$ cat config.mk
export PLATFORM = sky130hd
export DESIGN_NAME = seg_xlate_unit
export DESIGN_NICKNAME = d
export VERILOG_FILES = /design/src/rtl/seg_xlate_pkg.sv /design/src/rtl/seg_entry_reg.sv /design/src/rtl/seg_table.sv /design/src/rtl/seg_check.sv /design/src/rtl/seg_rsp_reg.sv /design/src/rtl/seg_xlate_unit.sv
export SDC_FILE = /design/constraint.sdc
export NUM_CORES = 1
export LEC_CHECK = 0
export BUFFER_PORTS_ARGS = -buffer_cell sky130_fd_sc_hd__buf_2
export CAP_MARGIN = 10
export CORE_UTILIZATION = 40
export DETAILED_ROUTE_END_ITERATION = 10
export GPL_TIMING_DRIVEN = 1
export PLACE_DENSITY = 0.66
export SETUP_SLACK_MARGIN = 0.2
export SYNTH_ARGS = -nofsm -noshare
export SYNTH_HDL_FRONTEND = slang
export SYNTH_HIERARCHICAL = 1
export SYNTH_SLANG_ARGS = --single-unit
$ cat constraint.sdc
create_clock -name clk_i -period 3 [get_ports clk_i]
set_input_delay 0.15 -clock clk_i [delete_from_list [all_inputs] [get_ports clk_i]]
set_output_delay 0.15 -clock clk_i [all_outputs]
set_load 0.02 [all_outputs]
$ cat src/rtl/seg_xlate_pkg.sv
package seg_xlate_pkg;
  localparam int unsigned SEG_W_DEF  = 4;
  localparam int unsigned OFF_W_DEF  = 12;
  localparam int unsigned BASE_W_DEF = 16;

  localparam int unsigned PERM_RD = 0;
  localparam int unsigned PERM_WR = 1;
  localparam int unsigned PERM_EX = 2;

  typedef enum logic [1:0] {
    ACC_READ  = 2'd0,
    ACC_WRITE = 2'd1,
    ACC_EXEC  = 2'd2,
    ACC_RSVD  = 2'd3
  } access_e;

  // order of codes follows check priority
  typedef enum logic [2:0] {
    FLT_NONE      = 3'd0,
    FLT_SEG_RANGE = 3'd1,
    FLT_INVALID   = 3'd2,
    FLT_ACCESS    = 3'd3,
    FLT_LIMIT     = 3'd4
  } fault_e;
endpackage

$ cat src/rtl/seg_entry_reg.sv
module seg_entry_reg #(
  parameter int unsigned BASE_W = 16,
  parameter int unsigned LIM_W  = 13
) (
  input  logic              clk_i,
  input  logic              rst_ni,
  input  logic              we_i,
  input  logic [BASE_W-1:0] base_i,
  input  logic [LIM_W-1:0]  limit_i,
  input  logic              valid_i,
  input  logic [2:0]        perm_i,
  output logic [BASE_W-1:0] base_o,
  output logic [LIM_W-1:0]  limit_o,
  output logic              valid_o,
  output logic [2:0]        perm_o
);
  always_ff @(posedge clk_i or negedge rst_ni) begin
    if (!rst_ni) begin
      base_o  <= '0;
      limit_o <= '0;
      valid_o <= 1'b0;
      perm_o  <= '0;
    end else if (we_i) begin
      base_o  <= base_i;
      limit_o <= limit_i;
      valid_o <= valid_i;
      perm_o  <= perm_i;
    end
  end
endmodule

$ cat src/rtl/seg_table.sv
module seg_table #(
  parameter int unsigned SEG_W  = 4,
  parameter int unsigned BASE_W = 16,
  parameter int unsigned LIM_W  = 13,
  localparam int unsigned N_SEG = 1 << SEG_W,
  localparam int unsigned LEN_W = SEG_W + 1
) (
  input  logic              clk_i,
  input  logic              rst_ni,
  input  logic              cfg_we_i,
  input  logic              cfg_priv_i,
  input  logic              cfg_len_sel_i,
  input  logic [SEG_W-1:0]  cfg_idx_i,
  input  logic [BASE_W-1:0] cfg_base_i,
  input  logic [LIM_W-1:0]  cfg_limit_i,
  input  logic              cfg_valid_i,
  input  logic [2:0]        cfg_perm_i,
  input  logic [LEN_W-1:0]  cfg_len_i,
  output logic              illegal_o,
  input  logic [SEG_W-1:0]  rd_idx_i,
  output logic [BASE_W-1:0] rd_base_o,
  output logic [LIM_W-1:0]  rd_limit_o,
  output logic              rd_valid_o,
  output logic [2:0]        rd_perm_o,
  output logic [LEN_W-1:0]  len_o
);
  logic              wr_ok;
  logic              wr_drop;
  logic [BASE_W-1:0] base_a  [N_SEG];
  logic [LIM_W-1:0]  limit_a [N_SEG];
  logic              valid_a [N_SEG];
  logic [2:0]        perm_a  [N_SEG];
  logic [LEN_W-1:0]  len_q;
  logic              illegal_q;

  assign wr_ok   = cfg_we_i & cfg_priv_i;
  assign wr_drop = cfg_we_i & ~cfg_priv_i;

  for (genvar g = 0; g < N_SEG; g++) begin : g_ent
    logic ent_we;
    assign ent_we = wr_ok & ~cfg_len_sel_i & (cfg_idx_i == SEG_W'(g));
    seg_entry_reg #(.BASE_W(BASE_W), .LIM_W(LIM_W)) u_ent (
      .clk_i   (clk_i),
      .rst_ni  (rst_ni),
      .we_i    (ent_we),
      .base_i  (cfg_base_i),
      .limit_i (cfg_limit_i),
      .valid_i (cfg_valid_i),
      .perm_i  (cfg_perm_i),
      .base_o  (base_a[g]),
      .limit_o (limit_a[g]),
      .valid_o (valid_a[g]),
      .perm_o  (perm_a[g])
    );
  end

  always_ff @(posedge clk_i or negedge rst_ni) begin
    if (!rst_ni) begin
      len_q     <= '0;
      illegal_q <= 1'b0;
    end else begin
      if (wr_ok && cfg_len_sel_i) len_q <= cfg_len_i;
      illegal_q <= wr_drop;
    end
  end

  // read port sees pre-write contents in the cycle of a write
  assign rd_base_o  = base_a[rd_idx_i];
  assign rd_limit_o = limit_a[rd_idx_i];
  assign rd_valid_o = valid_a[rd_idx_i];
  assign rd_perm_o  = perm_a[rd_idx_i];
  assign len_o      = len_q;
  assign illegal_o  = illegal_q;

  assert_user_write_dropped_R10: assert property (@(posedge clk_i) disable iff (!rst_ni)
    (cfg_we_i && !cfg_priv_i) |=> ($stable(len_q) && illegal_o));

  assert_illegal_only_after_drop_R10: assert property (@(posedge clk_i) disable iff (!rst_ni)
    illegal_o |-> $past(cfg_we_i && !cfg_priv_i));
endmodule

$ cat src/rtl/seg_check.sv
module seg_check
  import seg_xlate_pkg::*;
#(
  parameter int unsigned SEG_W  = 4,
  parameter int unsigned OFF_W  = 12,
  parameter int unsigned BASE_W = 16,
  localparam int unsigned LIM_W = OFF_W + 1,
  localparam int unsigned LEN_W = SEG_W + 1,
  localparam int unsigned PA_W  = BASE_W + 1
) (
  input  logic [SEG_W-1:0]  seg_i,
  input  logic [OFF_W-1:0]  off_i,
  input  logic [1:0]        acc_i,
  input  logic [LEN_W-1:0]  len_i,
  input  logic [BASE_W-1:0] base_i,
  input  logic [LIM_W-1:0]  limit_i,
  input  logic              valid_i,
  input  logic [2:0]        perm_i,
  output fault_e            fault_o,
  output logic [PA_W-1:0]   paddr_o
);
  logic perm_ok;
  logic seg_oob;
  logic off_oob;

  always_comb begin
    unique case (access_e'(acc_i))
      ACC_READ:  perm_ok = perm_i[PERM_RD];
      ACC_WRITE: perm_ok = perm_i[PERM_WR];
      ACC_EXEC:  perm_ok = perm_i[PERM_EX];
      default:   perm_ok = 1'b0;
    endcase
  end

  assign seg_oob = LEN_W'(seg_i) >= len_i;
  assign off_oob = LIM_W'(off_i) >= limit_i;

  always_comb begin
    if (seg_oob)       fault_o = FLT_SEG_RANGE;
    else if (!valid_i) fault_o = FLT_INVALID;
    else if (!perm_ok) fault_o = FLT_ACCESS;
    else if (off_oob)  fault_o = FLT_LIMIT;
    else               fault_o = FLT_NONE;
  end

  assign paddr_o = (fault_o == FLT_NONE) ? (PA_W'(base_i) + PA_W'(off_i)) : '0;
endmodule

$ cat src/rtl/seg_rsp_reg.sv
module seg_rsp_reg
  import seg_xlate_pkg::*;
#(
  parameter int unsigned PA_W = 17
) (
  input  logic            clk_i,
  input  logic            rst_ni,
  input  logic            valid_i,
  input  fault_e          fault_i,
  input  logic [PA_W-1:0] paddr_i,
  output logic            valid_o,
  output logic [2:0]      fault_o,
  output logic [PA_W-1:0] paddr_o
);
  always_ff @(posedge clk_i or negedge rst_ni) begin
    if (!rst_ni) begin
      valid_o <= 1'b0;
      fault_o <= '0;
      paddr_o <= '0;
    end else begin
      valid_o <= valid_i;
      fault_o <= valid_i ? fault_i : FLT_NONE;
      paddr_o <= valid_i ? paddr_i : '0;
    end
  end

  assert_rsp_follows_req_R2: assert property (@(posedge clk_i) disable iff (!rst_ni)
    valid_o |-> $past(valid_i));

  assert_fault_no_addr_R8: assert property (@(posedge clk_i) disable iff (!rst_ni)
    (valid_o && fault_o != 3'd0) |-> (paddr_o == '0));
endmodule

$ cat src/rtl/seg_xlate_unit.sv
module seg_xlate_unit
  import seg_xlate_pkg::*;
#(
  parameter int unsigned SEG_W  = SEG_W_DEF,
  parameter int unsigned OFF_W  = OFF_W_DEF,
  parameter int unsigned BASE_W = BASE_W_DEF,
  localparam int unsigned LIM_W = OFF_W + 1,
  localparam int unsigned LEN_W = SEG_W + 1,
  localparam int unsigned PA_W  = BASE_W + 1
) (
  input  logic              clk_i,
  input  logic              rst_ni,
  input  logic              cfg_we_i,
  input  logic              cfg_priv_i,
  input  logic              cfg_len_sel_i,
  input  logic [SEG_W-1:0]  cfg_idx_i,
  input  logic [BASE_W-1:0] cfg_base_i,
  input  logic [LIM_W-1:0]  cfg_limit_i,
  input  logic              cfg_valid_i,
  input  logic [2:0]        cfg_perm_i,
  input  logic [LEN_W-1:0]  cfg_len_i,
  output logic              cfg_illegal_o,
  input  logic              req_valid_i,
  input  logic [SEG_W-1:0]  req_seg_i,
  input  logic [OFF_W-1:0]  req_off_i,
  input  logic [1:0]        req_acc_i,
  output logic              rsp_valid_o,
  output logic [2:0]        rsp_fault_o,
  output logic [PA_W-1:0]   rsp_paddr_o
);
  logic [BASE_W-1:0] rd_base;
  logic [LIM_W-1:0]  rd_limit;
  logic              rd_valid;
  logic [2:0]        rd_perm;
  logic [LEN_W-1:0]  len;
  fault_e            flt;
  logic [PA_W-1:0]   paddr;

  seg_table #(.SEG_W(SEG_W), .BASE_W(BASE_W), .LIM_W(LIM_W)) u_table (
    .clk_i         (clk_i),
    .rst_ni        (rst_ni),
    .cfg_we_i      (cfg_we_i),
    .cfg_priv_i    (cfg_priv_i),
    .cfg_len_sel_i (cfg_len_sel_i),
    .cfg_idx_i     (cfg_idx_i),
    .cfg_base_i    (cfg_base_i),
    .cfg_limit_i   (cfg_limit_i),
    .cfg_valid_i   (cfg_valid_i),
    .cfg_perm_i    (cfg_perm_i),
    .cfg_len_i     (cfg_len_i),
    .illegal_o     (cfg_illegal_o),
    .rd_idx_i      (req_seg_i),
    .rd_base_o     (rd_base),
    .rd_limit_o    (rd_limit),
    .rd_valid_o    (rd_valid),
    .rd_perm_o     (rd_perm),
    .len_o         (len)
  );

  seg_check #(.SEG_W(SEG_W), .OFF_W(OFF_W), .BASE_W(BASE_W)) u_check (
    .seg_i   (req_seg_i),
    .off_i   (req_off_i),
    .acc_i   (req_acc_i),
    .len_i   (len),
    .base_i  (rd_base),
    .limit_i (rd_limit),
    .valid_i (rd_valid),
    .perm_i  (rd_perm),
    .fault_o (flt),
    .paddr_o (paddr)
  );

  seg_rsp_reg #(.PA_W(PA_W)) u_rsp (
    .clk_i   (clk_i),
    .rst_ni  (rst_ni),
    .valid_i (req_valid_i),
    .fault_i (flt),
    .paddr_i (paddr),
    .valid_o (rsp_valid_o),
    .fault_o (rsp_fault_o),
    .paddr_o (rsp_paddr_o)
  );

  assert_range_first_R3: assert property (@(posedge clk_i) disable iff (!rst_ni)
    (req_valid_i && (LEN_W'(req_seg_i) >= len)) |-> (flt == FLT_SEG_RANGE));

  assert_ok_in_bounds_R7: assert property (@(posedge clk_i) disable iff (!rst_ni)
    (req_valid_i && flt == FLT_NONE) |-> (rd_valid && (LIM_W'(req_off_i) < rd_limit)));

  assert_limit_fault_cause_R6: assert property (@(posedge clk_i) disable iff (!rst_ni)
    (req_valid_i && flt == FLT_LIMIT) |-> (LIM_W'(req_off_i) >= rd_limit));

  assert_invalid_fault_cause_R4: assert property (@(posedge clk_i) disable iff (!rst_ni)
    (req_valid_i && flt == FLT_INVALID) |-> !rd_valid);
endmodule

Word-level counts from Yosys, hierarchy flattened. Index checks and enable logic that the tools add are counted.

Register bits after elaboration: 555. Output and inout bits: 22. Logic and storage cells: 136.

Add/subtract/negate cells: 1. Magnitude comparators: 3. Equal/unequal tests: 17. Multiplexer cells: 20. Bitwise operators: 22. Reductions and logical operators: 4.

Operators with widths (count): $bmux 16 s4 (1); $bmux 13 s4 (1); $mux 17 (2); $eq 4x4->1 const B (8); $mux 16 (2); $mux 13 (2); $mux 3 (7); $and 1x1->1 (19); $add 16x12->17 (1); $eq 4x3->1 const B (4); $ge 12x13->1 (1); $bmux 3 s4 (1); $eq 4x2->1 const B (2); $ge 4x5->1 (1); $ge 5x5->1 const B (1); $not 4->5 (1); $bmux 1 s4 (1); $eq 4x1->1 const B (1); $logic_not 4->1 (1); $logic_not 3->1 (1); $pmux 1 s3 (1); $eq 2x1->1 const B (1); $eq 2x2->1 const B (1); $logic_not 2->1 (1); 3 further kinds (5).

Logic depth before layout (Yosys ltp). Gate-level depths: netlist of run 1.

Word-level depth: 12. Gate-level depth with buffers: 16. Gate-level depth less buffers: 13.

Cells and area by module. Netlist of run 1, hierarchy kept.

By module, submodules not included: seg_entry_reg (instances 16, cells each 70, area an instance 1381.3 µm², seq. area each 825.8 µm²); seg_table (instances 1, cells each 318, area an instance 4393.0 µm², seq. area each 150.1 µm²); seg_check (instances 1, cells each 170, area an instance 1221.2 µm², seq. area each 0.0 µm²); seg_rsp_reg (instances 1, cells each 43, area an instance 686.9 µm², seq. area each 525.5 µm²).

Worst setup path before layout of run 1. No wires, ideal clock.

Path type: input to register. Start point: input port req_seg_i[0]. End point: register u_rsp.paddr_o[10]. Setup time: 0.066 ns. Arrival time: 3.009 ns. Data required time: 2.934 ns. Setup slack: -0.075 ns. Cell stages on the path: 15. Cell sequence: buf_6 buf_2 mux4_2 a22oi_1 nand2_1 ha_1 inv_1 fa_1 nor2b_4 o31a_4 nor2_2 o21ai_1 mux2_4 a2111oi_4 and2_1.

RTL lines: start, declared (RTL line seg_xlate_unit.sv:24) `input logic [SEG_W-1:0] req_seg_i,`; $not 4->5 (implied by the code) (RTL line seg_table.sv:68) `assign rd_base_o = base_a[rd_idx_i];`; $bmux 16 s4 (RTL line seg_table.sv:68); $mux 16 (implied by the code) (2 in series) (RTL line seg_table.sv:68); named net rd_base[0] (RTL line seg_xlate_unit.sv:31) `logic [BASE_W-1:0] rd_base;`; $add 16x12->17 (RTL line seg_check.sv:46) `assign paddr_o = (fault_o == FLT_NONE) ? (PA_W'(base_i) + PA_W'(off_i)) : '0;`; $mux 17 (RTL line seg_check.sv:46); named net paddr[10] (RTL line seg_xlate_unit.sv:37) `logic [PA_W-1:0] paddr;`; $mux 17 (RTL line seg_rsp_reg.sv:23) `paddr_o <= valid_i ? paddr_i : '0;`; end signal, assigned (RTL line seg_rsp_reg.sv:23); end, declared (RTL line seg_rsp_reg.sv:13) `output logic [PA_W-1:0] paddr_o`.

The timed path passes the listed nets, and every way through them passes these cells. The select of a mux whose other input is x is not followed. A chain may end at the register's enable or synchronous reset.

Worst setup path in the final report of run 1.
Start point: register u_table.g_ent[3].u_ent.limit_o[6]. End point: register u_rsp.paddr_o[15].

Longest elaborated chain between the ends: 11.

RTL lines: start, declared (RTL line seg_entry_reg.sv:13) `output logic [LIM_W-1:0] limit_o,`; start signal, assigned (RTL line seg_entry_reg.sv:25) `limit_o <= limit_i;`; $bmux 13 s4 (RTL line seg_table.sv:69) `assign rd_limit_o = limit_a[rd_idx_i];`; $mux 13 (implied by the code) (2 in series) (RTL line seg_table.sv:69); named net rd_limit[6] (RTL line seg_xlate_unit.sv:32) `logic [LIM_W-1:0] rd_limit;`; $ge 12x13->1 (RTL line seg_check.sv:36) `assign off_oob = LIM_W'(off_i) >= limit_i;`; $mux 3 (RTL line seg_check.sv:42) `else if (off_oob) fault_o = FLT_LIMIT;`; $mux 3 (RTL line seg_check.sv:41) `else if (!perm_ok) fault_o = FLT_ACCESS;`; $mux 3 (RTL line seg_check.sv:40) `else if (!valid_i) fault_o = FLT_INVALID;`; $mux 3 (RTL line seg_check.sv:39) `if (seg_oob) fault_o = FLT_SEG_RANGE;`; $logic_not 3->1 (RTL line seg_check.sv:46); $mux 17 (RTL line seg_check.sv:46); named net paddr[15] (RTL line seg_xlate_unit.sv:37); $mux 17 (RTL line seg_rsp_reg.sv:23).

The timed path passes the listed nets, and every way through them passes these cells. The select of a mux whose other input is x is not followed.

==> summary.txt, run 1 <==
Status
  – Status: finished with violations
  – Failing checks: negative hold slack

Yosys
  – Sequential-to-total area share from yosys stat: between 40% and 50%
  – Post-synthesis cell count: 1,651
  – Count leader, synth: dfrtp_1
  – Most frequent cells after synthesis: dfrtp_1, mux2_4, mux4_2
  – Synth unique cells: 52
  – Synth Area per Inst: between 15 and 20 um^2
  – Ys flop type: dfrtp_1
  – Yosys top cell area share: between 40 and 50%
  – Syn Nets: 1,746
  – Area leader, netlist: dfrtp_1
  – Synth Register Bits: between 500 and 600
  – Cell area after synthesis: ~28,000 um^2
  – Ranking of synthesized cells by area: dfrtp_1, mux2_4, mux4_2, buf_12, mux4_1
  – Post-synth EDFFs: 0
  – Synth async-reset ratio: between 90% and 100%
  – Ys Warns: 6

Clock tree
  – Worst-path clk slew: 60 ps
  – Clock Path Buffers: 3
  – Hold buffer count at cts: 11
  – Root buffer cell: clkbuf_16
  – Worst-skew pair later-pin latency: between 600 and 700 ps
  – Number of CTS-inserted buffers: 57
  – CTS tree: done
  – Clk sinks: roughly 560
  – H-Tree Depth: 2

Critical path
  – Worst stage delay on the critical path: 480 ps
  – R2r setup slk: roughly 46 ps
  – Startpoint Class: flip-flop
  – CP top delay family: compound AO/OA/AOI/OAI gates
  – Critical path data arrival time: between 3000 and 4000 ps
  – Crit Path Class: flip-flop to flip-flop
  – WP data required: 3550 ps
  – CP max-delay cell: mux4_2
  – Reg2reg path depth: 13
  – Worst-path fanout max: 7
  – Cell repeated most along the worst path: a22oi_2
  – Crit. End Element: flip-flop
  – R2r startpoint: u_table/g_ent[3].u_ent/limit_o[6]$_DFFE_PN0P_
  – Critical R2R Capture: u_rsp/paddr_o[15]$_DFF_PN0_
  – Crit-path cells: mux4_2, a22oi_2, nand2_1, inv_2, ha_4, a21o_1, a211oi_2, o21ai_1, a22oi_2, nand4_4, buf_6, nor2_2, and2_2
  – CP Buf/Inv Count: 2

STA
  – Tightest Pin Transition: around 900 ps
  – Endpoints failing setup: 0
  – Slew HR: around two fifths
  – Final max-slew violation count: 0
  – Min Tclk post-route: between 2000 and 3000 ps
  – Max Clock Freq: about 340 MHz
  – RSZ-0062 raised after global routing: yes
  – Worst clock skew: ~19 ps
  – Worst hold slack: -195 ps
  – Fin crit share: 98.5%
  – Hold violation count in the final report: 19
  – TNS Setup: 0 ps

Power and ir drop
  – Pwr Density: 612 nW/um^2
  – Combinational power share: roughly 18%
  – Power share of the sequential group: 44.8%
  – Switching share of power: between 20% and 30%
  – Worst VDD drop: 0.428 mV
  – Internal power: 15.1 mW
  – Leakage power: 15.1 nW
  – Sw power: around 5.0 mW
  – Clock power share: between 30% and 40%

Route
  – DRC: 0
  – DRT Wirelength: 71,500 um
  – DR pass1 iterations: 5
  – Total number of vias: around 16k
  – Routed Antenna Nets: 0
  – Vias per cell: 5.46
  – Starting DRT DRC Count: 1,129
  – Drt wl/cell: between 20 and 30 um

Global routing
  – Final global-route overflow total: 0
  – GRT Total Usage: between 20% and 30%
  – Largest net degree at the start of global routing: 94
  – First-pass GRT wire length: between 100,000 and 150,000 um
  – Initial antenna violation count: 11
  – Vias in the first global route: 17.0k

Floorplan
  – Ports: 88
  – Chip height: about 270 um
  – Total core area: between 70,000 and 80,000 um^2
  – Initial core utilization: between 40% and 50%
  – Die ar.: ~72,000 um^2
  – # rows: 97
  – Die width: roughly 270 um

Cells and area
  – Layout cells sized above 1: about 57%
  – Storage cell area: 13,900 um^2
  – Layout area overhead: 15.4%
  – Multi-input gate area: 13,400 um^2
  – Final-layout fill cell count: between 6k and 7k
  – Final Instance Area: 32,800 um^2
  – # nets final: about 2k

Placed design
  – DP Wirelength: 44,500 um
  – Port Buffers: 87
  – DP Area: roughly 30,000 um^2
  – Placer Congestion: between 0.8 and 0.9

Min path
  – Hold Crit Start: req_valid_i
  – Worst Hold Path Cells: 1
  – Worst min path class: input port to flip-flop
  – Hold worst-path end: u_rsp/valid_o$_DFF_PN0_

Run
  – # Max-Cap Violations: 0
## layout make-up
class | instances | share of cell area (%)
clock buffer | 85 | 5.23
multi-input combinational | 962 | 40.9
antenna | 4 | 0.0305
clock inverter | 22 | 0.775
tap | 940 | 3.59
sequential | 555 | 42.4
timing repair buffer | 262 | 6.88
inverter | 22 | 0.252
## through the flow
step                instances  setup WS, ps  power, mW  utilization [%]
CTS                      2847           119       20.2             46.6
global route             2849         -88.6       20.9             46.7
finish                   2852          45.7       20.1             46.7
floorplan                1651          48.3       11.3                -
detailed placement       2722          -480       12.5             43.2
global placement         2722          -398       12.4             43.2
## cell usage in the layout (no fill, tap or decap), types with 6 or more instances in the layout
| cell type | count |
|---|---|
| nand2b_1 | 6 |
| and2_2 | 12 |
| nor2_1 | 17 |
| and2_1 | 11 |
| mux2_2 | 53 |
| buf_4 | 125 |
| nand2_2 | 9 |
| o21ai_0 | 7 |
| a22oi_1 | 47 |
| nor2_4 | 16 |
| clkbuf_1 | 12 |
| clkbuf_16 | 59 |
| buf_12 | 35 |
| mux2_4 | 481 |
| a22oi_2 | 20 |
| clkinv_2 | 11 |
| inv_1 | 17 |
| nor2_2 | 6 |
| mux4_1 | 28 |
| dfrtp_1 | 555 |
| ha_4 | 8 |
| dlygate4sd3_1 | 11 |
| buf_2 | 84 |
| nand2_1 | 35 |
| clkbuf_8 | 15 |
| ha_1 | 20 |
| mux4_2 | 104 |
## worst max path at each step
stage | end | from | depth (start not counted)
after detailed placement | u_rsp/paddr_o[12]$_DFF_PN0_ | req_seg_i[0] | 13
after floorplan | u_rsp/paddr_o[10]$_DFF_PN0_ | req_seg_i[0] | 16
after CTS | u_rsp/paddr_o[5]$_DFF_PN0_ | u_table/g_ent[7].u_ent/limit_o[6]$_DFFE_PN0P_ | 13
after global placement | u_rsp/paddr_o[9]$_DFF_PN0_ | req_seg_i[0] | 13
after global routing | u_rsp/paddr_o[13]$_DFF_PN0_ | u_table/g_ent[11].u_ent/base_o[8]$_DFFE_PN0P_ | 11
final | u_rsp/paddr_o[15]$_DFF_PN0_ | u_table/g_ent[3].u_ent/limit_o[6]$_DFFE_PN0P_ | 13
## worst reg2reg max path: cells and delay by family, from the launching register on
family | cells | cell delay, ps
AOI/OAI and AO/OA | 5 | 940
adders and majority gates | 1 | 200
buffers and inverters | 2 | 310
DFF | 1 | 390
muxes | 1 | 480
and+or+nand+nor | 4 | 560
## per-layer routing
layer	share of wire [%]	GRT usage (%)	vias to the layer above
met5	0.11	0	-
met4	3.2	6.31	12
met3	5.9	4.40	147
met2	46	31.6	422
met1	45	28.1	8403
li1	-	-	6589
## state kept, by name, indices dropped and copies added, names as in the netlist
name / count
u_table/g_ent.u_ent/base_o: 256
u_table/g_ent.u_ent/limit_o: 208
u_rsp/fault_o: 3
u_rsp/paddr_o: 17
u_rsp/valid_o: 1
u_table/g_ent.u_ent/valid_o: 16
u_table/g_ent.u_ent/perm_o: 48
u_table/len_o: 5
u_table/illegal_o: 1
## cell families (layout without fill, tap and decap cells)
kind of cell	after synthesis	after routing	share of synthesized area (%)
compound gates	117	117	3.04
xor+xnor	9	9	0.278
fa+ha+maj	29	29	1.30
buf+inv	134	391	5.59
flops	555	555	48.9
mux	667	667	38.4
other cells	0	4	0
simple gates	140	140	2.48
## what timing repair did
item,in CTS,in global routing
cloned,1,0
setup endpoints to repair,18,20
pin swaps,34,19
buffers inserted,6,1
endpoints found under the hold margin,124,19
gates resized for setup,57,23
## power groups by stage
stage / Clock [mW] / Combinational [mW] / Sequential (mW)
floorplan: 0 / 2.42 / 8.91
global placement: 0 / 3.32 / 9.04
detailed placement: 0 / 3.42 / 9.09
CTS: 7.62 / 3.58 / 8.99
global route: 7.94 / 3.87 / 9.10
finish: 7.47 / 3.62 / 9.00
Note: power is estimated with default switching activity, not from simulation.
==> inputs of run 2 (changes only) <==
--- a/config.mk
+++ b/config.mk
@@ -10,9 +10,8 @@
 export CORE_UTILIZATION = 40
 export DETAILED_ROUTE_END_ITERATION = 10
 export GPL_TIMING_DRIVEN = 1
-export PLACE_DENSITY = 0.66
+export PLACE_DENSITY = 0.67
 export SETUP_SLACK_MARGIN = 0.2
 export SYNTH_ARGS = -nofsm -noshare
 export SYNTH_HDL_FRONTEND = slang
-export SYNTH_HIERARCHICAL = 1
 export SYNTH_SLANG_ARGS = --single-unit
==> run 2 against run 1 <==
  * The run ends with negative setup slack left
  * Setup slack got worse by 290 ps
  * Flip-flop and latch count stayed put
  * Largest cell class unchanged
  * Non-clock buffer count down 31
  * Largest power group unchanged
  * Wire length decreased by 7.4%
  * Core utilization up 1.5 points
  * Sequential share of layout area increased by 3.1 points
  * Cell count decreased by 6.1%
==> summary.txt, run 2 <==
Status
  – Status: finished with violations
  – Failing checks: negative setup slack

Floorplan
  – Initial core utilization: ~40%
  – Chip height: 256 um
  – Die ar.: 65,300 um^2
  – Ports: just under 90
  – Total core area: approximately 63,000 um^2
  – # rows: about 90
  – Die width: 256 um

STA
  – Fin crit share: 108%
  – Hold violation count in the final report: 0
  – Final max-slew violation count: 0
  – TNS Setup: -2440 ps
  – Worst hold slack: between 30 and 40 ps
  – RSZ-0062 raised after global routing: yes
  – Final worst slack: -242 ps
  – Tightest Pin Transition: about 810 ps
  – Min Tclk post-route: around 3200 ps
  – Worst clock skew: around 15 ps
  – Max Clock Freq: about 310 MHz
  – Endpoints failing setup: 17
  – Slew HR: ~46%

Route
  – Starting DRT DRC Count: ~960
  – Routed Antenna Nets: 0
  – DRC: 0
  – Drt wl/cell: 24.7 um
  – DR pass1 iterations: 5
  – DRT Wirelength: 66,300 um
  – Vias per cell: 5.62
  – Total number of vias: between 15k and 20k

Yosys
  – Post-synthesis compound-gate area fraction: between 1.5 and 2%
  – Cell area after synthesis: 25,700 um^2
  – Post-synthesis simple-gate area fraction: approximately 2%
  – Ranking of synthesized cells by area: dfrtp_1, mux2_2, mux4_2, mux4_1, mux4_4
  – Main combinational cell family by area after synthesis: multiplexers
  – Portion of netlist area occupied by mux cells: 37.6%
  – Ys flop type: dfrtp_1
  – Post-synthesis cell count: around 1.6k
  – Ys Warns: 0
  – Yosys top cell area share: 54.0%
  – Post-synth EDFFs: 0
  – Most frequent cells after synthesis: dfrtp_1, mux2_2, mux4_2
  – Syn Nets: between 1.5k and 2k
  – Synth Register Bits: 555
  – Synth unique cells: 47
  – Area leader, netlist: dfrtp_1
  – Count leader, synth: dfrtp_1
  – Sequential-to-total area share from yosys stat: a little over half
  – Post-Synth Adder-Cell Area: between 1 and 1.5%
  – Synth Area per Inst: approximately 16 um^2
  – Synth Area in XOR/XNOR: 0.341%
  – Synth async-reset ratio: between 90% and 100%

Placed design
  – DP Area: ~28,000 um^2
  – Placer Congestion: roughly 0.82
  – Post-Place Cells: 2,527
  – DP Wirelength: between 30,000 and 40,000 um
  – Port Buffers: slightly below 90
  – Pre-CTS setup slack: -515 ps

Cells and area
  – Max reg flops: ~260
  – Largest reg by FF count: u_table.g_ent.u_ent.base_o
  – Layout cells sized above 1: 55.3%
  – Fin util: around half
  – Commonest non-fill, non-tap cell in the layout: dfrtp_1
  – Layout area overhead: 18.8%
  – # nets final: about 1.9k
  – Post-Layout Cell Count: 2,679
  – Most frequent cells in the layout: dfrtp_1, mux2_2, mux4_2
  – Diode count: 0
  – Final Instance Area: just over 30,000 um^2
  – Top flop regs: u_table.g_ent.u_ent.base_o (256), u_table.g_ent.u_ent.limit_o (208), u_table.g_ent.u_ent.perm_o (48)

Global routing
  – Initial antenna violation count: 3
  – Final global-route overflow total: 0
  – First-pass GRT wire length: 102,000 um
  – Vias in the first global route: 16.4k
  – GRT Total Usage: approximately a fifth
  – Largest net degree at the start of global routing: 95

Power and ir drop
  – Power Total: approximately 19 mW
  – Worst VDD drop: 0.535 mV
  – Pwr Density: 624 nW/um^2
  – Leakage power: around 14 nW

Clock tree
  – Worst-path clk slew: approximately 60 ps
  – Clk sinks: between 500 and 600
  – Worst-skew pair later-pin latency: slightly above 600 ps
  – CTS tree: done
  – Clock Path Buffers: 3
  – Number of CTS-inserted buffers: 59
  – H-Tree Depth: 2
  – Root buffer cell: clkbuf_16

Critical path
  – R2r startpoint: u_table.g_ent[15].u_ent.base_o[2]$_DFFE_PN0P_
  – WP data required: between 3000 and 4000 ps
  – Crit Path Class: flip-flop to flip-flop
  – Setup crit start: u_table.g_ent[15].u_ent.base_o[2]$_DFFE_PN0P_
  – Worst-path fanout max: 4
  – Startpoint Class: flip-flop
  – Crit. End Element: flip-flop
  – Critical path data arrival time: between 3000 and 4000 ps

Run
  – # Max-Cap Violations: 0

Min path
  – Worst min path class: input port to flip-flop
  – Hold Crit Start: cfg_base_i[15]
[run 2: cell count changes after synthesis, moves of 11 or more]
cell      change
mux2i_1      +15
and2_2       -11
nand2_1      -18
clkbuf_1     +38
mux2_2      +480
buf_4        +12
buf_1        +16
buf_12       -56
buf_6        -14
buf_2        +13
mux2_4      -481
mux4_4       +18
a22oi_1      -50
[run 2: path summary, 6_finish.rpt]
check                                                                  to  slack (ps)  depth (start not counted)
setup / recovery                              u_rsp.paddr_o[10]$_DFF_PN0_        -240                         11
hold / removal              u_table.g_ent[0].u_ent.base_o[15]$_DFFE_PN0P_          40                          2
setup reg to reg                              u_rsp.paddr_o[10]$_DFF_PN0_        -240                         11
hold reg to reg            u_table.g_ent[13].u_ent.limit_o[3]$_DFFE_PN0P_         500                          1
max in group asynchronous    u_table.g_ent[4].u_ent.base_o[0]$_DFFE_PN0P_        1950                          4
min in group asynchronous                         u_rsp.valid_o$_DFF_PN0_          80                          2
[run 2: layer usage]
layer	global-route usage [%]	wire, um
met5	0	27
met4	6.14	1620
met3	2.97	2680
met2	33.6	32600
met1	28.3	29400
[run 2: cells by family after synthesis]
logic type,Yosys count
flip-flops,555
adder cells (fa/ha/maj),29
AO/OA/AOI/OAI,71
multiplexers,699
buffers and inverters,150
AND/OR/NAND/NOR,107
XOR/XNOR,10
[run 2: timing repair]
item	4_1_cts	5_1_grt
endpoints found under the setup margin	18	18
setup buffers	3	4
hold endpoints to repair	610	0
pin swaps	17	24
hold buffers	37	0
resized for setup	24	31
gates cloned	0	2
[run 2: power breakdown]
part	leakage (nW)	switching, mW	internal, mW	total [mW]
Combinational	5.91	1.24	1.73	2.96
Sequential	7.38	0.486	8.45	8.94
Clock	0.962	2.95	4.22	7.17
Total	14.2	4.67	14.4	19.1
[run 2: area by class of cell]
type	count	area [um^2]
sequential	555	13900
clock buffer	84	1720
timing repair buffer	231	2120
clock inverter	22	189
inverter	25	93.8
fill	5425	32800
tap	846	1060
multi-input combinational	916	11500
[run 2: critical path, stage by stage, from the launching register on]
cell and delay [ps]:
dfrtp_1 390, mux4_2 480, mux4_2 510, ha_1 350, nor2b_2 180, o31a_1 250
o211ai_1 320, buf_4 210, nand2_4 50, a21oi_4 180, a31oi_1 100, a21oi_1 150
==> inputs of run 3 (changes only) <==
--- a/config.mk
+++ b/config.mk
@@ -7,11 +7,13 @@
 export LEC_CHECK = 0
 export BUFFER_PORTS_ARGS = -buffer_cell sky130_fd_sc_hd__buf_2
 export CAP_MARGIN = 10
+export CORE_ASPECT_RATIO = 0.5
 export CORE_UTILIZATION = 40
 export DETAILED_ROUTE_END_ITERATION = 10
 export GPL_TIMING_DRIVEN = 1
-export PLACE_DENSITY = 0.67
+export PLACE_DENSITY = 0.66
 export SETUP_SLACK_MARGIN = 0.2
 export SYNTH_ARGS = -nofsm -noshare
 export SYNTH_HDL_FRONTEND = slang
+export SYNTH_HIERARCHICAL = 1
 export SYNTH_SLANG_ARGS = --single-unit
==> run 3 against run 2 <==
  * Worst hold slack worse by 18 ps
  * Flip-flop and latch count stayed put
  * Die area is 10% higher
  * Wire length is 3.9% higher
  * Largest power group unchanged
  * The flow now finishes without violations
  * Power is 2.6% higher
  * First-iteration DRC count is 3.5% lower
  * Cell count is 5.6% higher
  * Design area is 6.4% higher
  * Critical endpoint is now u_rsp/paddr_o[14]$_DFF_PN0_
==> summary.txt, run 3 (synthesis gave the netlist of run 1 again) <==
Critical path
  – Critical path data arrival time: around 3500 ps
  – Worst-path fanout max: 3
  – Crit. End Element: flip-flop
  – R2r startpoint: u_table/g_ent[11].u_ent/base_o[5]$_DFFE_PN0P_
  – Startpoint Class: flip-flop
  – Crit Path Class: flip-flop to flip-flop
  – WP data required: 3540 ps
  – Critical R2R Capture: u_rsp/paddr_o[14]$_DFF_PN0_
  – Crit-path cells: mux4_2, a22oi_1, nand2_1, ha_2, o211ai_1, nand2_1, o211ai_1, a31o_2, or3_4, a21oi_2, and2_4
  – Reg2reg path depth: 11
  – R2r setup slk: 20 ps
  – Worst stage delay on the critical path: 460 ps
  – CP max-delay cell: mux4_2

Global routing
  – Vias in the first global route: ~16k
  – Largest net degree at the start of global routing: 133
  – Final global-route overflow total: 0
  – GRT Total Usage: 19.3%
  – Initial antenna violation count: 6
  – First-pass GRT wire length: about 110,000 um

STA
  – Fin crit share: between 90% and 100%
  – Slew HR: 50.2%
  – RSZ-0062 raised after global routing: yes
  – Tightest Pin Transition: approximately 750 ps
  – TNS Setup: 0 ps
  – Endpoints failing setup: 0
  – Worst clock skew: approximately 25 ps
  – Hold violation count in the final report: 0
  – Final worst slack: 19.0 ps
  – Worst hold slack: between 15 and 20 ps
  – Min Tclk post-route: 2980 ps
  – Max Clock Freq: roughly 340 MHz
  – Final max-slew violation count: 0

Route
  – Total number of vias: ~15k
  – Routed Antenna Nets: 0
  – Drt wl/cell: 24.4 um
  – Vias per cell: roughly 5.4
  – DRC: 0
  – DR pass1 iterations: 7
  – DRT Wirelength: a little under 70,000 um
  – Starting DRT DRC Count: roughly 930

Placed design
  – DP Wirelength: a little over 40,000 um
  – Post-Place Cells: roughly 2.7k
  – Pre-CTS setup slack: -293 ps
  – Port Buffers: 87
  – Placer Congestion: between 0.8 and 0.9

Cells and area
  – # nets final: between 1.5k and 2k
  – Layout area overhead: 14.4%
  – Post-Layout Cell Count: between 2k and 3k
  – Commonest non-fill, non-tap cell in the layout: dfrtp_1
  – Top flop regs: u_table/g_ent.u_ent/base_o (256), u_table/g_ent.u_ent/limit_o (208), u_table/g_ent.u_ent/perm_o (48)
  – Most frequent cells in the layout: dfrtp_1, mux2_4, buf_4
  – Layout cells sized above 1: a little under three fifths
  – Max reg flops: 256
  – Fin util: 46.7%
  – Largest reg by FF count: u_table/g_ent.u_ent/base_o

Floorplan
  – Chip height: 190 um
  – Initial core utilization: 40.8%
  – Die width: 379 um
  – # rows: just under 70
  – Die ar.: 72,100 um^2
  – Ports: slightly below 90
  – Total core area: 69,600 um^2

Clock tree
  – Number of CTS-inserted buffers: 54
  – CTS tree: done
  – Clock Path Buffers: 3
  – H-Tree Depth: 2
  – Worst-skew pair later-pin latency: just under 600 ps
  – Worst-path clk slew: about 70 ps
  – Clk sinks: 555
  – Root buffer cell: clkbuf_16

Status
  – Status: completed

Run
  – # Max-Cap Violations: 0

Power and ir drop
  – Leakage power: between 10 and 15 nW
  – Pwr Density: 602 nW/um^2
  – Worst VDD drop: between 0.4 and 0.5 mV

Min path
  – Worst min path class: input port to async pin
==> run 3: cell types whose count changed in the layout (fill, tap and decap cells not counted), sizes merged, moves of 15 or more <==
cell,delta
buf,+39
and2,+19
nand2,+18
dlygate4sd3,-25
mux4,-18
a22oi,+51
mux2i,-15
==> run 3: what timing repair did <==
item / CTS / global route
setup endpoints to repair: 16 / 18
pin swaps: 35 / 19
gates resized for setup: 42 / 37
setup buffers: 7 / 7
endpoints found under the hold margin: 582 / 10
cloned: 2 / 0
hold buffers: 10 / 2
==> run 3: metal layers <==
metal / vias to the layer above / wire length [um] / track usage (%)
li1: 6539 / - / -
met4: 4 / 2120 / 5.58
met3: 125 / 3140 / 3.34
met2: 331 / 31100 / 29.4
met1: 8238 / 32500 / 28.2
met5: - / 26 / 0.270
==> run 3: cell type report <==
cell class,instances,area (um^2)
tap,945,1180
clock inverter,15,184
sequential,555,13900
antenna,2,5.00
clock buffer,83,1640
timing repair buffer,243,2090
fill,5933,37100
multi-input combinational,963,13400
inverter,22,82.6
==> run 3: worst max-delay path, delay by kind of cell, from the launching register on <==
kind	cells	cell delay [ps]
mux	1	460
simple gates	4	810
compound gates	5	880
flops	1	390
fa+ha+maj	1	390
==> run 3: per-stage QoR <==
stage	instance area [um^2]	power, mW
after floorplan	28400	11.3
after global placement	30100	12.3
after detailed placement	30100	12.4
after CTS	32200	19.6
after global routing	32500	20.3
final	32500	19.6
==> run 3: power by group <==
part,total [mW],internal (mW),leakage [nW],switching [mW]
sequential,8.98,8.45,7.38,0.533
combinational,3.53,2.18,6.64,1.35
clock,7.04,4.11,0.903,2.94
total,19.6,14.7,14.9,4.81
==> run 3: worst max-delay path by stage <==
stage,slack [ps],from,depth (start not counted),end
3_3_place_gp,-290,req_seg_i[0],13,u_rsp/paddr_o[9]$_DFF_PN0_
5_1_grt,-70,u_table/g_ent[3].u_ent/base_o[0]$_DFFE_PN0P_,13,u_rsp/paddr_o[10]$_DFF_PN0_
2_1_floorplan,50,req_seg_i[0],16,u_rsp/paddr_o[10]$_DFF_PN0_
4_1_cts,60,u_table/g_ent[3].u_ent/base_o[0]$_DFFE_PN0P_,13,u_rsp/paddr_o[10]$_DFF_PN0_
6_report,20,u_table/g_ent[11].u_ent/base_o[5]$_DFFE_PN0P_,11,u_rsp/paddr_o[14]$_DFF_PN0_
3_5_place_dp,-290,req_seg_i[0],13,u_rsp/paddr_o[9]$_DFF_PN0_
